### src/rtl/tick_timer_pkg.sv
package tick_timer_pkg;
    localparam logic [7:0] OFS_PRESCALE = 8'h00;
    localparam logic [7:0] OFS_COUNT    = 8'h08;
    localparam logic [7:0] OFS_CTRL     = 8'h20;
    localparam logic [7:0] OFS_STATUS   = 8'h30;
    localparam logic [7:0] OFS_ENABLE   = 8'h34;
    localparam logic [7:0] OFS_ACK      = 8'h40;

    typedef struct packed {
        logic interval;
        logic count_en;
        logic run;
    } ctrl_t;
endpackage

### src/rtl/tt_regs.sv
module tt_regs
    import tick_timer_pkg::*;
#(
    parameter int ADDR_W   = 16,
    parameter int INST_IDX = 0,
    parameter int CNT_W    = 31
) (
    input  logic              clk,
    input  logic              rst_n,
    input  logic              bus_wr,
    input  logic [ADDR_W-1:0] bus_addr,
    input  logic [31:0]       bus_wdata,
    input  logic              expire,
    input  logic              upd_taken,
    output logic [31:0]       rdata,
    output logic [31:0]       prescale,
    output logic              prescale_load,
    output logic [CNT_W-1:0]  count_buf,
    output logic              upd_pend,
    output ctrl_t             ctrl,
    output logic              irq_stat,
    output logic              irq_en
);
    localparam int BASE      = 'h300 + 'h100 * INST_IDX;
    localparam int PAGE_W    = ADDR_W - 8;
    localparam logic [PAGE_W-1:0] PAGE = PAGE_W'(BASE >> 8);

    typedef struct packed {
        logic [31:0]      prescale;
        logic [CNT_W-1:0] count_buf;
        logic             pend;
        ctrl_t            ctrl;
        logic             stat;
        logic             en;
        logic [2:0]       ack;
    } regs_t;

    regs_t r_d, r_q;
    logic  hit;
    logic [7:0] ofs;

    assign ofs = bus_addr[7:0];
    assign hit = (bus_addr[ADDR_W-1:8] == PAGE);

    always_comb begin
        r_d = r_q;
        if (bus_wr && hit) begin
            case (ofs)
                OFS_PRESCALE: begin
                    r_d.prescale = bus_wdata;
                    r_d.ack[0]   = 1'b1;
                end
                OFS_COUNT: begin
                    r_d.count_buf = bus_wdata[CNT_W-1:0];
                    r_d.ack[1]    = 1'b1;
                end
                OFS_CTRL: begin
                    r_d.ctrl   = ctrl_t'(bus_wdata[2:0]);
                    r_d.ack[2] = 1'b1;
                end
                OFS_ENABLE: r_d.en = bus_wdata[0];
                OFS_ACK:    r_d.ack = r_q.ack & ~{bus_wdata[3], bus_wdata[1], bus_wdata[0]};
                default: ;
            endcase
        end
        if (upd_taken)
            r_d.pend = 1'b0;
        if (bus_wr && hit && ofs == OFS_COUNT && bus_wdata[31])
            r_d.pend = 1'b1;
        if (bus_wr && hit && ofs == OFS_STATUS && bus_wdata[0])
            r_d.stat = 1'b0;
        if (expire)
            r_d.stat = 1'b1;
    end

    always_ff @(posedge clk) begin
        if (!rst_n) r_q <= '0;
        else        r_q <= r_d;
    end

    always_comb begin
        rdata = '0;
        if (hit) begin
            case (ofs)
                OFS_PRESCALE: rdata = r_q.prescale;
                OFS_COUNT:    rdata = {r_q.pend, r_q.count_buf};
                OFS_CTRL:     rdata = {29'd0, r_q.ctrl};
                OFS_STATUS:   rdata = {31'd0, r_q.stat};
                OFS_ENABLE:   rdata = {31'd0, r_q.en};
                OFS_ACK:      rdata = {28'd0, r_q.ack[2], 1'b0, r_q.ack[1:0]};
                default:      rdata = '0;
            endcase
        end
    end

    assign prescale      = r_q.prescale;
    assign prescale_load = bus_wr && hit && (ofs == OFS_PRESCALE);
    assign count_buf     = r_q.count_buf;
    assign upd_pend      = r_q.pend;
    assign ctrl          = r_q.ctrl;
    assign irq_stat      = r_q.stat;
    assign irq_en        = r_q.en;

    // an expiry from the counter always leaves the status bit set
    a_r9_status_on_expire: assert property (@(posedge clk) disable iff (!rst_n)
        expire |=> irq_stat);
    // a control write is acknowledged on the next cycle
    a_r10_ctrl_ack: assert property (@(posedge clk) disable iff (!rst_n)
        (bus_wr && hit && ofs == OFS_CTRL) |=> r_q.ack[2]);
    // a pending update survives until the counter takes it
    a_r3_pend_held: assert property (@(posedge clk) disable iff (!rst_n)
        (upd_pend && !upd_taken) |=> upd_pend);
endmodule

### src/rtl/tt_prescaler.sv
module tt_prescaler #(
    parameter int W = 32
) (
    input  logic         clk,
    input  logic         rst_n,
    input  logic         run,
    input  logic         load,
    input  logic [W-1:0] load_val,
    input  logic [W-1:0] reload_val,
    output logic         tick
);
    typedef struct packed {
        logic [W-1:0] cnt;
    } pre_t;

    pre_t s_d, s_q;

    assign tick = run && (s_q.cnt == '0);

    always_comb begin
        s_d = s_q;
        if (load)
            s_d.cnt = load_val;
        else if (run)
            s_d.cnt = (s_q.cnt == '0) ? reload_val : s_q.cnt - 1'b1;
    end

    always_ff @(posedge clk) begin
        if (!rst_n) s_q <= '0;
        else        s_q <= s_d;
    end

    // a stopped prescaler keeps its count
    a_r7_prescale_frozen: assert property (@(posedge clk) disable iff (!rst_n)
        (!run && !load) |=> $stable(s_q.cnt));
endmodule

### src/rtl/tt_intcount.sv
module tt_intcount #(
    parameter int W = 31
) (
    input  logic         clk,
    input  logic         rst_n,
    input  logic         tick,
    input  logic         count_en,
    input  logic         interval,
    input  logic         upd_pend,
    input  logic [W-1:0] count_buf,
    output logic         upd_taken,
    output logic         expire
);
    typedef struct packed {
        logic [W-1:0] cnt;
        logic         armed;
    } ic_t;

    ic_t s_d, s_q;
    logic at_end;

    assign at_end    = (s_q.cnt <= W'(1));
    assign upd_taken = tick && upd_pend;
    assign expire    = tick && count_en && s_q.armed && !upd_pend && at_end;

    always_comb begin
        s_d = s_q;
        if (upd_taken) begin
            s_d.cnt   = count_buf;
            s_d.armed = 1'b1;
        end else if (tick && count_en && s_q.armed) begin
            if (at_end) begin
                if (interval) begin
                    s_d.cnt = count_buf;
                end else begin
                    s_d.cnt   = '0;
                    s_d.armed = 1'b0;
                end
            end else begin
                s_d.cnt = s_q.cnt - 1'b1;
            end
        end
    end

    always_ff @(posedge clk) begin
        if (!rst_n) s_q <= '0;
        else        s_q <= s_d;
    end

    // a one-shot expiry leaves the counter disarmed
    a_r4_oneshot_disarm: assert property (@(posedge clk) disable iff (!rst_n)
        (expire && !interval) |=> !s_q.armed);
    // an interval expiry keeps the counter armed
    a_r5_interval_rearm: assert property (@(posedge clk) disable iff (!rst_n)
        (expire && interval) |=> s_q.armed);
endmodule

### src/rtl/core_tick_timer.sv
module core_tick_timer
    import tick_timer_pkg::*;
#(
    parameter int ADDR_W   = 16,
    parameter int INST_IDX = 0
) (
    input  logic              clk,
    input  logic              rst_n,
    input  logic              bus_wr,
    input  logic [ADDR_W-1:0] bus_addr,
    input  logic [31:0]       bus_wdata,
    output logic [31:0]       bus_rdata,
    output logic              tick_irq
);
    localparam int PRE_W = 32;
    localparam int CNT_W = 31;

    logic [PRE_W-1:0] prescale;
    logic             prescale_load;
    logic [CNT_W-1:0] count_buf;
    logic             upd_pend, upd_taken, expire, tick;
    logic             irq_stat, irq_en;
    ctrl_t            ctrl;

    tt_regs #(.ADDR_W(ADDR_W), .INST_IDX(INST_IDX), .CNT_W(CNT_W)) u_regs (
        .clk(clk), .rst_n(rst_n), .bus_wr(bus_wr), .bus_addr(bus_addr),
        .bus_wdata(bus_wdata), .expire(expire), .upd_taken(upd_taken),
        .rdata(bus_rdata), .prescale(prescale), .prescale_load(prescale_load),
        .count_buf(count_buf), .upd_pend(upd_pend), .ctrl(ctrl),
        .irq_stat(irq_stat), .irq_en(irq_en)
    );

    tt_prescaler #(.W(PRE_W)) u_pre (
        .clk(clk), .rst_n(rst_n), .run(ctrl.run), .load(prescale_load),
        .load_val(bus_wdata), .reload_val(prescale), .tick(tick)
    );

    tt_intcount #(.W(CNT_W)) u_ic (
        .clk(clk), .rst_n(rst_n), .tick(tick), .count_en(ctrl.count_en),
        .interval(ctrl.interval), .upd_pend(upd_pend), .count_buf(count_buf),
        .upd_taken(upd_taken), .expire(expire)
    );

    assign tick_irq = irq_stat && irq_en;

    // expiries happen only on prescaler ticks
    a_r4_expire_on_tick: assert property (@(posedge clk) disable iff (!rst_n)
        expire |-> tick);
    // with counting disabled no expiry reaches the status logic
    a_r8_no_count_no_expire: assert property (@(posedge clk) disable iff (!rst_n)
        !ctrl.count_en |-> !expire);
endmodule

### config.mk
export PLATFORM = sky130hd
export DESIGN_NAME = core_tick_timer
export DESIGN_NICKNAME = d
export VERILOG_FILES = /design/src/rtl/tick_timer_pkg.sv /design/src/rtl/tt_regs.sv /design/src/rtl/tt_prescaler.sv /design/src/rtl/tt_intcount.sv /design/src/rtl/core_tick_timer.sv
export SDC_FILE = /design/constraint.sdc
export NUM_CORES = 1
export LEC_CHECK = 0
export BUFFER_PORTS_ARGS = -buffer_cell sky130_fd_sc_hd__buf_2
export CAP_MARGIN = 20
export CORE_UTILIZATION = 40
export CTS_CLUSTER_DIAMETER = 100
export DETAILED_ROUTE_END_ITERATION = 10
export PLACE_DENSITY = 0.63
export SYNTH_ARGS = -nofsm -noshare
export SYNTH_HDL_FRONTEND = slang
export SYNTH_SLANG_ARGS = --single-unit
### constraint.sdc
create_clock -name clk -period 5.2 [get_ports clk]
set_input_delay 0.26 -clock clk [delete_from_list [all_inputs] [get_ports clk]]
set_output_delay 0.26 -clock clk [all_outputs]
set_load 0.01 [all_outputs]
### Word level (Yosys, flattened, before mapping)

Cells that the tools add are included.
W data, S select, Z words.

| cells by class | value |
|---|---|
| add/subtract/negate cells | 2 |
| $lt $le $gt $ge | 1 |
| eq/ne operators | 7 |
| mux-type cells | 18 |
| bitwise logic cells | 2 |
| reductions and logical operators | 32 |

Operators by type and width:

| operator | count |
|---|---|
| $mux W32 | 6 |
| $pmux W32 S6 | 1 |
| $mux W31 | 2 |
| $logic_not A32 Y1 | 1 |
| $sub A32 B1 Y32 const B | 1 |
| $le A31 B1 Y1 const B | 1 |
| $sub A31 B1 Y31 const B | 1 |
| $eq A8 B6 Y1 const B | 3 |
| $reduce_bool A2 Y1 | 8 |
| $reduce_and A2 Y1 | 7 |
| $logic_and A1 B1 Y1 | 13 |
| $eq A8 B2 Y1 const B | 1 |
| $eq A8 B4 Y1 const B | 1 |
| $eq A8 B7 Y1 const B | 1 |
| $logic_not A8 Y1 | 1 |
| $mux W1 | 6 |
| $pmux W1 S2 | 3 |
| $and A3 B3 Y3 | 1 |
| $not A3 Y3 | 1 |
| $reduce_and A3 Y1 | 1 |
| $ne A2 B1 Y1 const B | 1 |
| $logic_not A1 Y1 | 1 |

| word-level totals | value |
|---|---|
| flip-flop bits (word level) | 136 |
| input bits | 51 |
| output and inout port bits | 33 |
| word-level logic and storage cells | 76 |

### Depth between registers and ports, before layout

Gate-level depths: netlist of the first run.

| depth | value |
|---|---|
| depth in word-level cells | 7 |
| depth in mapped cells | 10 |
| gate-level depth less buffers | 8 |

### By module

A second synthesis of the first run with hierarchy kept.

| unflattened totals | value |
|---|---|
| cells, all modules | 1,085 |
| area, all modules | 8,770.9 um2 |

By module, submodules not included:

| module | instances | cells each | area each (um2) | seq. area each (um2) |
|---|---|---|---|---|
| tt_regs | 1 | 456 | 3,972.6 | 1,441.4 |
| tt_intcount | 1 | 316 | 2,454.9 | 640.6 |
| tt_prescaler | 1 | 312 | 2,337.2 | 640.6 |
| core_tick_timer | 1 | 1 | 6.3 | 0.0 |

### Least setup slack after synthesis of the first run

No wires, ideal clock.

| timing path | value |
|---|---|
| path type | register to register |
| start point | register u_ic.s_q[24] (netlist name) |
| end point | register u_ic.s_q[18] (netlist name) |
| library setup time | 0.122 ns |
| arrival | 2.586 ns |
| setup slack | 2.492 ns |
| cell stages (with the launch flop) | 9 |
| buffers on the path | 2 |
| clock period less this slack | 2.708 ns |
| cell sequence | dfxtp_1 -> or3_1 -> buf_2 -> or4b_4 -> or4b_1 -> buf_2 -> and3_4 -> a21o_1 -> a221o_1 |

| on the way | value |
|---|---|
| longest elaborated chain between the ends | 4 |

Ends and longest elaborated chain:

| what | RTL line | RTL |
|---|---|---|
| from (decl) | tt_intcount.sv:19 | `ic_t s_d, s_q;` |
| from (signal assigned) | tt_intcount.sv:46 | `if (!rst_n) s_q <= '0;` |
| from (signal assigned) | tt_intcount.sv:47 | `else s_q <= s_d;` |
| $le A31 B1 Y1 | tt_intcount.sv:22 | `assign at_end = (s_q.cnt <= W'(1));` |
| $mux W31 | tt_intcount.sv:32 | `if (at_end) begin` |
| $mux W32 | tt_intcount.sv:31 | `end else if (tick && count_en && s_q.armed) begin` |
| $mux W32 | tt_intcount.sv:28 | `if (upd_taken) begin` |

No other way between the ends. The select of a mux whose other input is x is not followed.
A chain may end at the register's enable or synchronous reset.

### Worst setup path after layout of the first run

| timing path | value |
|---|---|
| start point | register u_pre.s_q[15] (netlist name) |
| end point | register u_ic.s_q[18] (netlist name) |

| on the way | value |
|---|---|
| longest elaborated chain between the ends | 5 |
| elaborated cells between the ends (all ways) | 7 |

Ends and longest elaborated chain:

| what | RTL line | RTL |
|---|---|---|
| from (decl) | tt_prescaler.sv:16 | `pre_t s_d, s_q;` |
| from (signal assigned) | tt_prescaler.sv:29 | `if (!rst_n) s_q <= '0;` |
| from (signal assigned) | tt_prescaler.sv:30 | `else s_q <= s_d;` |
| $logic_not A32 Y1 (*) | tt_prescaler.sv:18 | `assign tick = run && (s_q.cnt == '0);` |
| $logic_and A1 B1 Y1 (*) | tt_prescaler.sv:18 |  |
| $logic_and A1 B1 Y1 (2 in series) | tt_intcount.sv:31 |  |
| $reduce_bool A2 Y1 (no source line) | -- |  |

Mark *: on every way between the ends. The rest lies on a longest branch, timed or not.

==> results of run 1 <==
==> worst reg2reg max path, delay by kind of cell (launching register included) <==
| kind | cells | cell delay (ns) |
|---|---|---|
| AND/OR/NAND/NOR | 4 | 2.14 |
| AO/OA/AOI/OAI | 2 | 1.15 |
| flip-flops | 1 | 0.34 |
==> report_power, final <==
| group | total (mW) | switching (mW) | internal (mW) |
|---|---|---|---|
| combinational | 0.0647 | 0.0454 | 0.0193 |
| clock | 1.33 | 0.478 | 0.848 |
| sequential | 1.04 | 0.0000149 | 1.04 |
==> cell usage in the layout, fill, tap and decap left out, types with 6 or more instances in the layout <==
cell / netlist / final
buf_4: 0 / 16
a22oi_1: 49 / 49
a21oi_1: 99 / 99
or3_1: 22 / 22
or4_1: 9 / 9
dfxtp_1: 136 / 136
o211ai_1: 18 / 18
a21o_1: 10 / 10
nand3_1: 18 / 18
xnor2_1: 9 / 9
nor2_1: 77 / 77
nor3_1: 21 / 21
inv_1: 11 / 10
and3_1: 9 / 9
clkbuf_16: 0 / 17
buf_2: 8 / 83
o22ai_1: 8 / 8
mux2i_1: 8 / 8
a31oi_1: 29 / 29
nand2_1: 176 / 175
and2_1: 12 / 12
xor2_1: 14 / 14
o31ai_1: 6 / 6
o21ai_0: 43 / 43
nand4_1: 11 / 11
nor4_1: 21 / 21
==> cell usage after synthesis (10+ instances only) <==
cell | n | area [um2]
nand2_1 | 176 | 660.6
dfxtp_1 | 136 | 2723
a21oi_1 | 99 | 495.5
nor2_1 | 77 | 289.0
clkbuf_1 | 60 | 225.2
a22oi_1 | 49 | 367.9
o21ai_0 | 43 | 215.2
a31oi_1 | 29 | 181.4
or3_1 | 22 | 137.6
nor3_1 | 21 | 105.1
nor4_1 | 21 | 131.4
nand3_1 | 18 | 90.09
o211ai_1 | 18 | 135.1
xor2_1 | 14 | 122.6
and2_1 | 12 | 75.07
inv_1 | 11 | 41.29
nand4_1 | 11 | 68.82
a21o_1 | 10 | 75.07
==> state kept, by name (all words and copies together), names as in the netlist <==
name              cells
u_regs.upd_pend       1
u_regs.r_q            3
u_regs.prescale      32
u_regs.ctrl           3
u_regs.irq_en         1
u_regs.irq_stat       1
u_regs.count_buf     31
u_ic.s_q             32
u_pre.s_q            32
==> stage by stage <==
stage | area, um2 | hold WS (ns)
finish | 8725 | 0.08928
global placement | 8078 | 0.4647
detailed placement | 8078 | 0.4691
floorplan | 7532 | 0.3960
CTS | 8713 | 0.07638
global route | 8725 | 0.09831
==> per-layer routing <==
layer  global-route usage (%)  routed length, um  share of wire [%]  up-vias
met5                        0                  0                  0        -
met4                    11.29                809                3.1        0
met3                    5.437               1899                7.4       48
met2                    39.83              11290                 44      376
met1                    36.73              11720                 46     3754
li1                         -                  -                  -     3756
==> layout make-up <==
| type | instances | share of cell area (%) |
|---|---|---|
| inverter | 11 | 0.4876 |
| clock inverter | 13 | 2.323 |
| sequential | 136 | 31.21 |
| tap | 229 | 3.284 |
| multi-input combinational | 772 | 51.47 |
| timing repair buffer | 100 | 6.267 |
| clock buffer | 19 | 4.962 |
==> path summary, 6_finish.rpt <==
| kind | from | end | slack [ns] |
|---|---|---|---|
| max | u_pre.s_q[15]$_SDFFE_PN0P_ | u_ic.s_q[18]$_SDFFE_PN0P_ | 1.52 |
| min | bus_wdata[13] | u_regs.prescale[13]$_SDFFE_PN0P_ | 0.09 |
| max reg2reg | u_pre.s_q[15]$_SDFFE_PN0P_ | u_ic.s_q[18]$_SDFFE_PN0P_ | 1.52 |
| min reg2reg | u_regs.count_buf[28]$_SDFFE_PN0P_ | u_regs.count_buf[28]$_SDFFE_PN0P_ | 0.48 |
==> cells by family after synthesis <==
group | after synthesis
xor gates and xnor gates | 23
adders and majority gates | 4
muxes | 9
AOI/OAI and AO/OA | 313
and+or+nand+nor | 423
buffers and inverters | 85
DFF | 136
==> flow_summary_export.csv, run 1 <==
group,metric,value,unit
timing,fin_ws,1.516,ns
layout,drive_gt1_share,14.37,%
pwr,total_power,2.433,mW
yosys,syn_area_per_cell,7.585,um2
detailed_routing,drc,8,
floorplan,die_w,139.2,um
yosys,synth-warning-count,0,
placement,pre_cts_slack,1.596,ns
yosys,yosys_register_bits,136,
timing,max_freq,271.5,MHz
layout,area_delta_synth_final,15.83,%
global_routing,grt_remaining_overflow,0,
clock_tree,root_buffer,"clkbuf_16",
timing,fin_worst_skew,0.006787,ns
setup_path,cp_cell_sequence,"or4_1 -> nor4_2 -> and3_1 -> nand3_1 -> a21oi_1 -> a221o_1",
floorplan,start_util,41.37,%
timing,finalSetupTns,0,ns
pwr,peakVddDrop,217.1,uV
timing,hold_violations,0,
placement,routabilityCongestion,0.8733,
setup_path,critPathLaunchType,"flip-flop",
detailed_routing,dr.pass1.iters,9,
floorplan,die_area,19380,um2
global_routing,grt_pass1_wl,39850,um
setup_path,required,5.57,ns
clock_tree,cts_tree,"yes",
clock_tree,postCtsHoldBufs,0,
floorplan,ios,84,
timing,worst_pin_slew,1.096,ns
pwr,p_leak,3.281,nW
clock_tree,cts_buffers,17,
clock_tree,clk_pin_slew_worst_paths,0.06,ns
yosys,syn_area,7532,um2
layout,seq_area,2723,um2
detailed_routing,num_vias,7934,
yosys,ys_types,69,
job,cap_violations,0,
setup_path,crit_type,"reg2reg",
global_routing,globalRouteTotalUtil,26.53,%
setup_path,path_delay_family,"simple AND/OR/NAND/NOR gates",
timing,fin_crit,3.684,ns
setup_path,reg2reg_depth,6,
setup_path,cp.depth,6,
detailed_routing,ant_nets,0,
worst_hold_path,hold_class,"in2reg",
yosys,synth-seq-area-share,36.15,%
setup_path,critPathMaxStageDelay,0.86,ns
setup_path,path_buf_inv,0,
yosys,synthMuxAreaShare,1.213,%
floorplan,std_cell_rows,49,
layout,nNetsFinal,1093,
clock_tree,cts_setup_buffers,0,
layout,multi_input_area,4491,um2
timing,finalCritPeriodShare,70.84,%
global_routing,grt_pass1_vias,6978,
detailed_routing,wl_per_cell,20.09,um
outcome,outcome,"complete, but fails checks",
layout,fillers,1840,
yosys,synth_ff_type,"dfxtp_1",
setup_path,arrival,4.06,ns
yosys,synthAdderAreaFrac,0.6645,%
global_routing,grt_max_degree,54,
worst_hold_path,whs_path_depth,3,
timing,slew_viol_final,0,
detailed_routing,viasPerCell,6.198,
yosys,synthCells,993,
detailed_routing,drtIter0Drc,754,
layout,antennaDiodeCount,0,
clock_tree,cts_resized,0,
timing,relSlewSlack,26.92,%
yosys,synth_top_family_by_area,"simple AND/OR/NAND/NOR gates",
floorplan,core,18210,um2
yosys,synth_xor_area_share,2.674,%
yosys,synth_edf_count,0,
placement,dp.cells,1247,
yosys,syn_nets,1048,
setup_path,slowest_stage,"a21oi_1",
layout,final_cell_count_no_fill,1280,
placement,port_buffers,83,
clock_tree,cts_buffer_depth,2,
floorplan,fp.dieH,139.2,um
yosys,async_reset_ff_share,0,%
outcome,violations,"design-rule violations",
yosys,synthSimpleGateAreaFrac,28.14,%
setup_path,path_max_fanout,16,
timing,rsz0062_at_grt,"no",
layout,final_util,47.91,%
placement,hpwlAfterDp,17810,um
yosys,synth_compound_area_share,26.69,%
global_routing,antenna_found_initial,0,
setup_path,worst_setup_path_end_kind,"flip-flop",
clock_tree,htreeDepth,4,
timing,finalSetupViolations,0,
detailed_routing,postRouteWirelength,25710,um
pwr,power_density,278.8,nW/um2
clock_tree,cts_sinks,136,
clock_tree,insertion_delay,0.43,ns
No activity file was read; power rests on OpenSTA's default activity.
==> inputs of run 2 (changes only) <==
Settings changed: ABC_AREA set to 1.
Clock period 5.2 ns to 3.4 ns, I/O delays scaled along.
==> flow_summary_export.csv, run 2 <==
group,metric,value,unit
worst_hold_path,hold_start,"bus_wdata[5]",
yosys,synthAdderAreaFrac,0.5860,%
setup_path,cp.depth,7,
clock_tree,clk_pin_slew_worst_paths,0.06,ns
clock_tree,insertion_delay,0.43,ns
global_routing,busiest_layer,"met2",
global_routing,grt_pass1_vias,8662,
worst_hold_path,hold_class,"in2reg",
layout,final_cell_count_no_fill,1759,
clock_tree,htreeDepth,4,
floorplan,start_util,40.76,%
setup_path,critPathMaxStageDelay,0.59,ns
detailed_routing,postRouteWirelength,29130,um
global_routing,globalRouteTotalUtil,27.14,%
floorplan,die_area,21940,um2
timing,max_freq,410.1,MHz
timing,rsz0062_at_grt,"no",
layout,multi_input_area,4887,um2
yosys,ys_top_cells_by_area,"dfxtp_1, nand2_1, nor2_1",
floorplan,core,20960,um2
placement,hpwlAfterDp,21200,um
yosys,synth_top_area_share,31.88,%
timing,finalSetupViolations,0,
clock_tree,postCtsHoldBufs,0,
setup_path,reg2reg_to,"u_pre.s_q[8]$_SDFFE_PN0P_",
yosys,synth_xor_area_share,2.051,%
clock_tree,cts_sinks,136,
yosys,synth_compound_area_share,18.37,%
layout,area_delta_synth_final,13.24,%
floorplan,fp.dieH,148.1,um
pwr,peakVddDrop,285.5,uV
pwr,p_leak,4.434,nW
setup_path,required,3.68,ns
yosys,syn_area,8541,um2
yosys,synth_edf_count,0,
setup_path,slowest_stage,"nand2_1",
global_routing,grt_remaining_overflow,0,
yosys,yosysMostFrequentCell,"nand2_1",
detailed_routing,drtIter0Drc,826,
detailed_routing,num_vias,9304,
global_routing,grt_pass1_wl,46350,um
timing,finalCritPeriodShare,71.71,%
layout,drive_gt1_share,10.71,%
setup_path,crit_type,"reg2reg",
setup_path,path_delay_family,"simple AND/OR/NAND/NOR gates",
yosys,synth_top_family_by_area,"simple AND/OR/NAND/NOR gates",
yosys,async_reset_ff_share,0,%
clock_tree,cts_resized,0,
setup_path,crit_start,"u_pre.s_q[18]$_SDFFE_PN0P_",
floorplan,die_w,148.1,um
detailed_routing,dr.pass1.iters,6,
timing,worst_pin_slew,0.8489,ns
timing,hold_violations,0,
timing,fin_worst_skew,0.007692,ns
floorplan,ios,84,
setup_path,path_max_fanout,22,
setup_path,arrival,2.71,ns
setup_path,r2r_setup_slack,0.96,ns
layout,seq_area,2723,um2
layout,layout_common_cells,"nand2_1, nor2_1, inv_1",
yosys,synth_ff_type,"dfxtp_1",
clock_tree,cts_tree,"yes",
timing,slew_viol_final,0,
layout,final_common_cell,"nand2_1",
clock_tree,cts_buffers,17,
yosys,synthCells,1420,
placement,routabilityCongestion,0.9649,
global_routing,grt_max_degree,71,
setup_path,reg2reg_depth,7,
pwr,power_density,362.6,nW/um2
detailed_routing,drc,0,
yosys,syn_nets,1475,
detailed_routing,ant_nets,0,
yosys,synthMuxAreaShare,0,%
placement,dp.cells,1729,
layout,nNetsFinal,1528,
yosys,synthSimpleGateAreaFrac,36.04,%
outcome,outcome,"finished, final reports clean",
global_routing,antenna_found_initial,0,
layout,fillers,2315,
detailed_routing,viasPerCell,5.289,
placement,port_buffers,83,
setup_path,path_buf_inv,1,
clock_tree,root_buffer,"clkbuf_16",
detailed_routing,wl_per_cell,16.56,um
timing,fin_crit,2.438,ns
setup_path,rr_startpoint,"u_pre.s_q[18]$_SDFFE_PN0P_",
setup_path,worst_setup_path_end_kind,"flip-flop",
yosys,synth_common_cells,"nand2_1, nor2_1, inv_1",
global_routing,use_met3,4.448,%
setup_path,critPathLaunchType,"flip-flop",
global_routing,grt_use_met2,42.91,%
global_routing,met1_usage,37.25,%
clock_tree,cts_setup_buffers,0,
setup_path,crit_end,"u_pre.s_q[8]$_SDFFE_PN0P_",
clock_tree,cts_buffer_depth,2,
setup_path,cp_cell_sequence,"nor2_1 -> nand2_1 -> nor2_1 -> nand2_1 -> buf_4 -> o211ai_1 -> a21oi_1",
yosys,ys_types,37,
yosys,syn_area_per_cell,6.015,um2
yosys,synth-warning-count,0,
timing,relSlewSlack,43.20,%
floorplan,std_cell_rows,53,
job,cap_violations,0,
yosys,synth_largest_area_cell,"dfxtp_1",
yosys,synth-seq-area-share,31.88,%
timing,finalSetupTns,0,ns
layout,antennaDiodeCount,0,
yosys,yosys_register_bits,136,
[run 2: cell count changes in the layout (fill, tap and decap cells not counted), sizes merged, moves of 23 or more]
cell    delta
a211oi    +23
a21oi     +47
a22oi     -48
a31oi     -28
inv      +152
nand2    +199
nand3     +82
nor2     +161
nor4      -25
o21ai     +41
[run 2: power breakdown]
group / switching, mW / internal [mW]
clock network: 0.708 / 1.12
logic: 0.0628 / 0.0264
registers: 0.0000137 / 1.59
total: 0.771 / 2.74
[run 2: stage by stage]
step | util, % | setup slack, ns | power [mW] | instance area (um2) | hold slack, ns
2_1_floorplan | - | 1.724 | 1.660 | 8541 | 0.3049
3_3_place_gp | 43.47 | 1.053 | 1.716 | 9110 | 0.4376
3_5_place_dp | 43.47 | 0.9848 | 1.716 | 9110 | 0.4494
4_1_cts | 46.15 | 0.9769 | 3.513 | 9672 | 0.01288
5_1_grt | 46.15 | 0.7052 | 3.585 | 9672 | 0.03118
6_report | 46.15 | 0.9618 | 3.507 | 9672 | 0.02284
[run 2: worst min-delay path by stage]
stage | end | slack (ns) | depth (start not counted)
3_5_place_dp | u_regs.count_buf[5]$_SDFFE_PN0P_ | 0.45 | 3
5_1_grt | u_regs.count_buf[24]$_SDFFE_PN0P_ | 0.03 | 3
3_3_place_gp | u_regs.count_buf[5]$_SDFFE_PN0P_ | 0.44 | 3
6_report | u_regs.count_buf[5]$_SDFFE_PN0P_ | 0.02 | 3
4_1_cts | u_regs.count_buf[5]$_SDFFE_PN0P_ | 0.01 | 3
2_1_floorplan | u_regs.count_buf[20]$_SDFFE_PN0P_ | 0.30 | 2
[run 2: logic make-up after synthesis]
group,Yosys count
and+or+nand+nor,743
adders and majority gates,4
xor gates and xnor gates,20
AOI/OAI and AO/OA,286
buffers and inverters,231
DFF,136
[run 2: layout make-up]
| class | instances | share of cell area (%) |
|---|---|---|
| multi-input combinational | 1053 | 50.53 |
| sequential | 136 | 28.15 |
| inverter | 167 | 6.494 |
| timing repair buffer | 98 | 5.459 |
| clock buffer | 28 | 5.446 |
| tap | 275 | 3.558 |
| clock inverter | 2 | 0.3622 |
[run 2: per-layer routing]
layer | share of wire [%] | wire length [um] | up-vias
li1 | - | - | 4675
met1 | 47 | 13560 | 4308
met2 | 46 | 13290 | 276
met3 | 5.4 | 1565 | 45
met4 | 2.5 | 718 | 0
met5 | 0 | 0 | -
[run 2: worst register-to-register path, cell delays in order, from the launching register on]
cell	delay (ns)
dfxtp_1	0.34
nor2_1	0.15
nand2_1	0.10
nor2_1	0.44
nand2_1	0.59
buf_4	0.41
o211ai_1	0.17
a21oi_1	0.09
==> inputs of run 3 (changes only) <==
Clock period 3.4 ns to 2.4 ns, I/O delays scaled along.
==> flow_summary_export.csv, run 3 (synthesis gave the netlist of run 2 again) <==
group,metric,value,unit
outcome,outcome,"finished, final reports clean",
setup_path,arrival,2.40,ns
floorplan,die_area,21940,um2
detailed_routing,dr.pass1.iters,5,
floorplan,std_cell_rows,53,
setup_path,path_max_fanout,17,
global_routing,grt_max_degree,78,
timing,finalSetupViolations,0,
placement,routabilityCongestion,0.9572,
clock_tree,htreeDepth,4,
layout,nNetsFinal,1568,
detailed_routing,drtIter0Drc,704,
floorplan,ios,84,
global_routing,grt_pass1_wl,47420,um
global_routing,globalRouteTotalUtil,27.70,%
timing,fin_crit,2.113,ns
detailed_routing,postRouteWirelength,29540,um
setup_path,required,2.69,ns
pwr,power_density,483.0,nW/um2
timing,fin_worst_skew,0.008732,ns
floorplan,start_util,40.76,%
timing,slew_viol_final,0,
global_routing,grt_pass1_vias,8755,
detailed_routing,met2_length,13550,um
setup_path,crit_type,"reg2reg",
timing,max_freq,473.2,MHz
setup_path,worst_setup_path_end_kind,"flip-flop",
pwr,peakVddDrop,339.9,uV
detailed_routing,viasPerCell,5.191,
timing,relSlewSlack,33.19,%
floorplan,fp.dieH,148.1,um
floorplan,die_w,148.1,um
timing,hold_violations,0,
setup_path,r2r_setup_slack,0.29,ns
layout,antennaDiodeCount,0,
detailed_routing,wl_met1,13640,um
detailed_routing,num_vias,9349,
clock_tree,cts_setup_buffers,0,
clock_tree,root_buffer,"clkbuf_16",
timing,finalCritPeriodShare,88.06,%
setup_path,critPathLaunchType,"flip-flop",
detailed_routing,wl_per_cell,16.40,um
detailed_routing,ant_nets,0,
placement,hpwlAfterDp,22480,um
clock_tree,cts_sinks,136,
worst_hold_path,hold_class,"in2reg",
timing,rsz0062_at_grt,"no",
timing,finalSetupTns,0,ns
detailed_routing,drc,0,
layout,drive_gt1_share,12.45,%
clock_tree,cts_buffers,17,
layout,final_util,48.00,%
clock_tree,clk_pin_slew_worst_paths,0.06,ns
clock_tree,insertion_delay,0.42,ns
pwr,p_leak,4.627,nW
detailed_routing,top_layer,"met4",
global_routing,antenna_found_initial,0,
timing,worst_pin_slew,1.001,ns
clock_tree,cts_tree,"yes",
global_routing,grt_remaining_overflow,0,
layout,area_delta_synth_final,17.77,%
layout,final_common_cell,"nand2_1",
placement,port_buffers,83,
job,cap_violations,0,
floorplan,core,20960,um2
layout,layout_common_cells,"nand2_1, nor2_1, inv_1",
detailed_routing,wl_met3,1788,um
clock_tree,cts_buffer_depth,2,
-- run 3: per-layer routing --
layer	track usage, %	vias up
li1	-	4762
met1	38.29	4279
met2	43.99	272
met3	4.509	36
met4	8.557	0
met5	0	-
-- run 3: worst max-delay path, cell delays in order (launching register included) --
cell and delay [ns]:
dfxtp_1 0.34, inv_1 0.11, ha_1 0.19, nand2_1 0.06, nor2_1 0.11, nand2_1 0.09
nor2_4 0.20, nand2_1 0.18, buf_4 0.25, o21ai_0 0.22, inv_1 0.07, a21oi_1 0.14
nor2_1 0.05
-- run 3: where the power goes --
group          switching, mW  total (mW)  internal (mW)
registers          0.0000182        2.26           2.26
logic                 0.0924       0.147         0.0547
clock network           1.00        2.45           1.45
total                   1.09        4.86           3.76
-- run 3: path summary, 6_finish.rpt --
| kind | from | to | cells after the start |
|---|---|---|---|
| setup / recovery | u_pre.s_q[0]$_SDFFE_PN0P_ | u_pre.s_q[31]$_SDFFE_PN0P_ | 12 |
| hold / removal | bus_wdata[31] | u_regs.upd_pend$_SDFFE_PN0P_ | 3 |
| setup reg to reg | u_pre.s_q[0]$_SDFFE_PN0P_ | u_pre.s_q[31]$_SDFFE_PN0P_ | 12 |
| hold reg to reg | u_regs.prescale[2]$_SDFFE_PN0P_ | u_regs.prescale[2]$_SDFFE_PN0P_ | 2 |
-- run 3: area by class of cell --
cell class	instances	area, um2
Tap cell	275	344.1
Timing Repair Buffer	138	923.4
Clock inverter	7	42.54
Clock buffer	25	505.5
Inverter	167	628.1
Multi-Input combinational cell	1053	4892
Fill cell	2256	10900
Sequential cell	136	2723
-- run 3: repair_timing --
| item | 4_1_cts | 5_1_grt |
|---|---|---|
| endpoints found under the setup margin | 0 | 12 |
| gates resized for setup | 0 | 1 |
| hold buffers | 13 | 0 |
| endpoints found under the hold margin | 15 | 0 |
-- run 3: through the flow --
| stage | total power, mW | hold WS [ns] | cells | area [um2] | setup slack [ns] |
|---|---|---|---|---|---|
| detailed placement | 2.434 | 0.3772 | 1756 | 9375 | 0.09648 |
| floorplan | 2.351 | 0.2549 | 1420 | 8541 | 0.7244 |
| global route | 5.006 | 0.02247 | 1801 | 10060 | 0.07632 |
| finish | 4.858 | 0.01910 | 1801 | 10060 | 0.2866 |
| CTS | 4.915 | 0.002770 | 1801 | 10050 | 0.07170 |
| global placement | 2.436 | 0.3686 | 1756 | 9375 | 0.1334 |
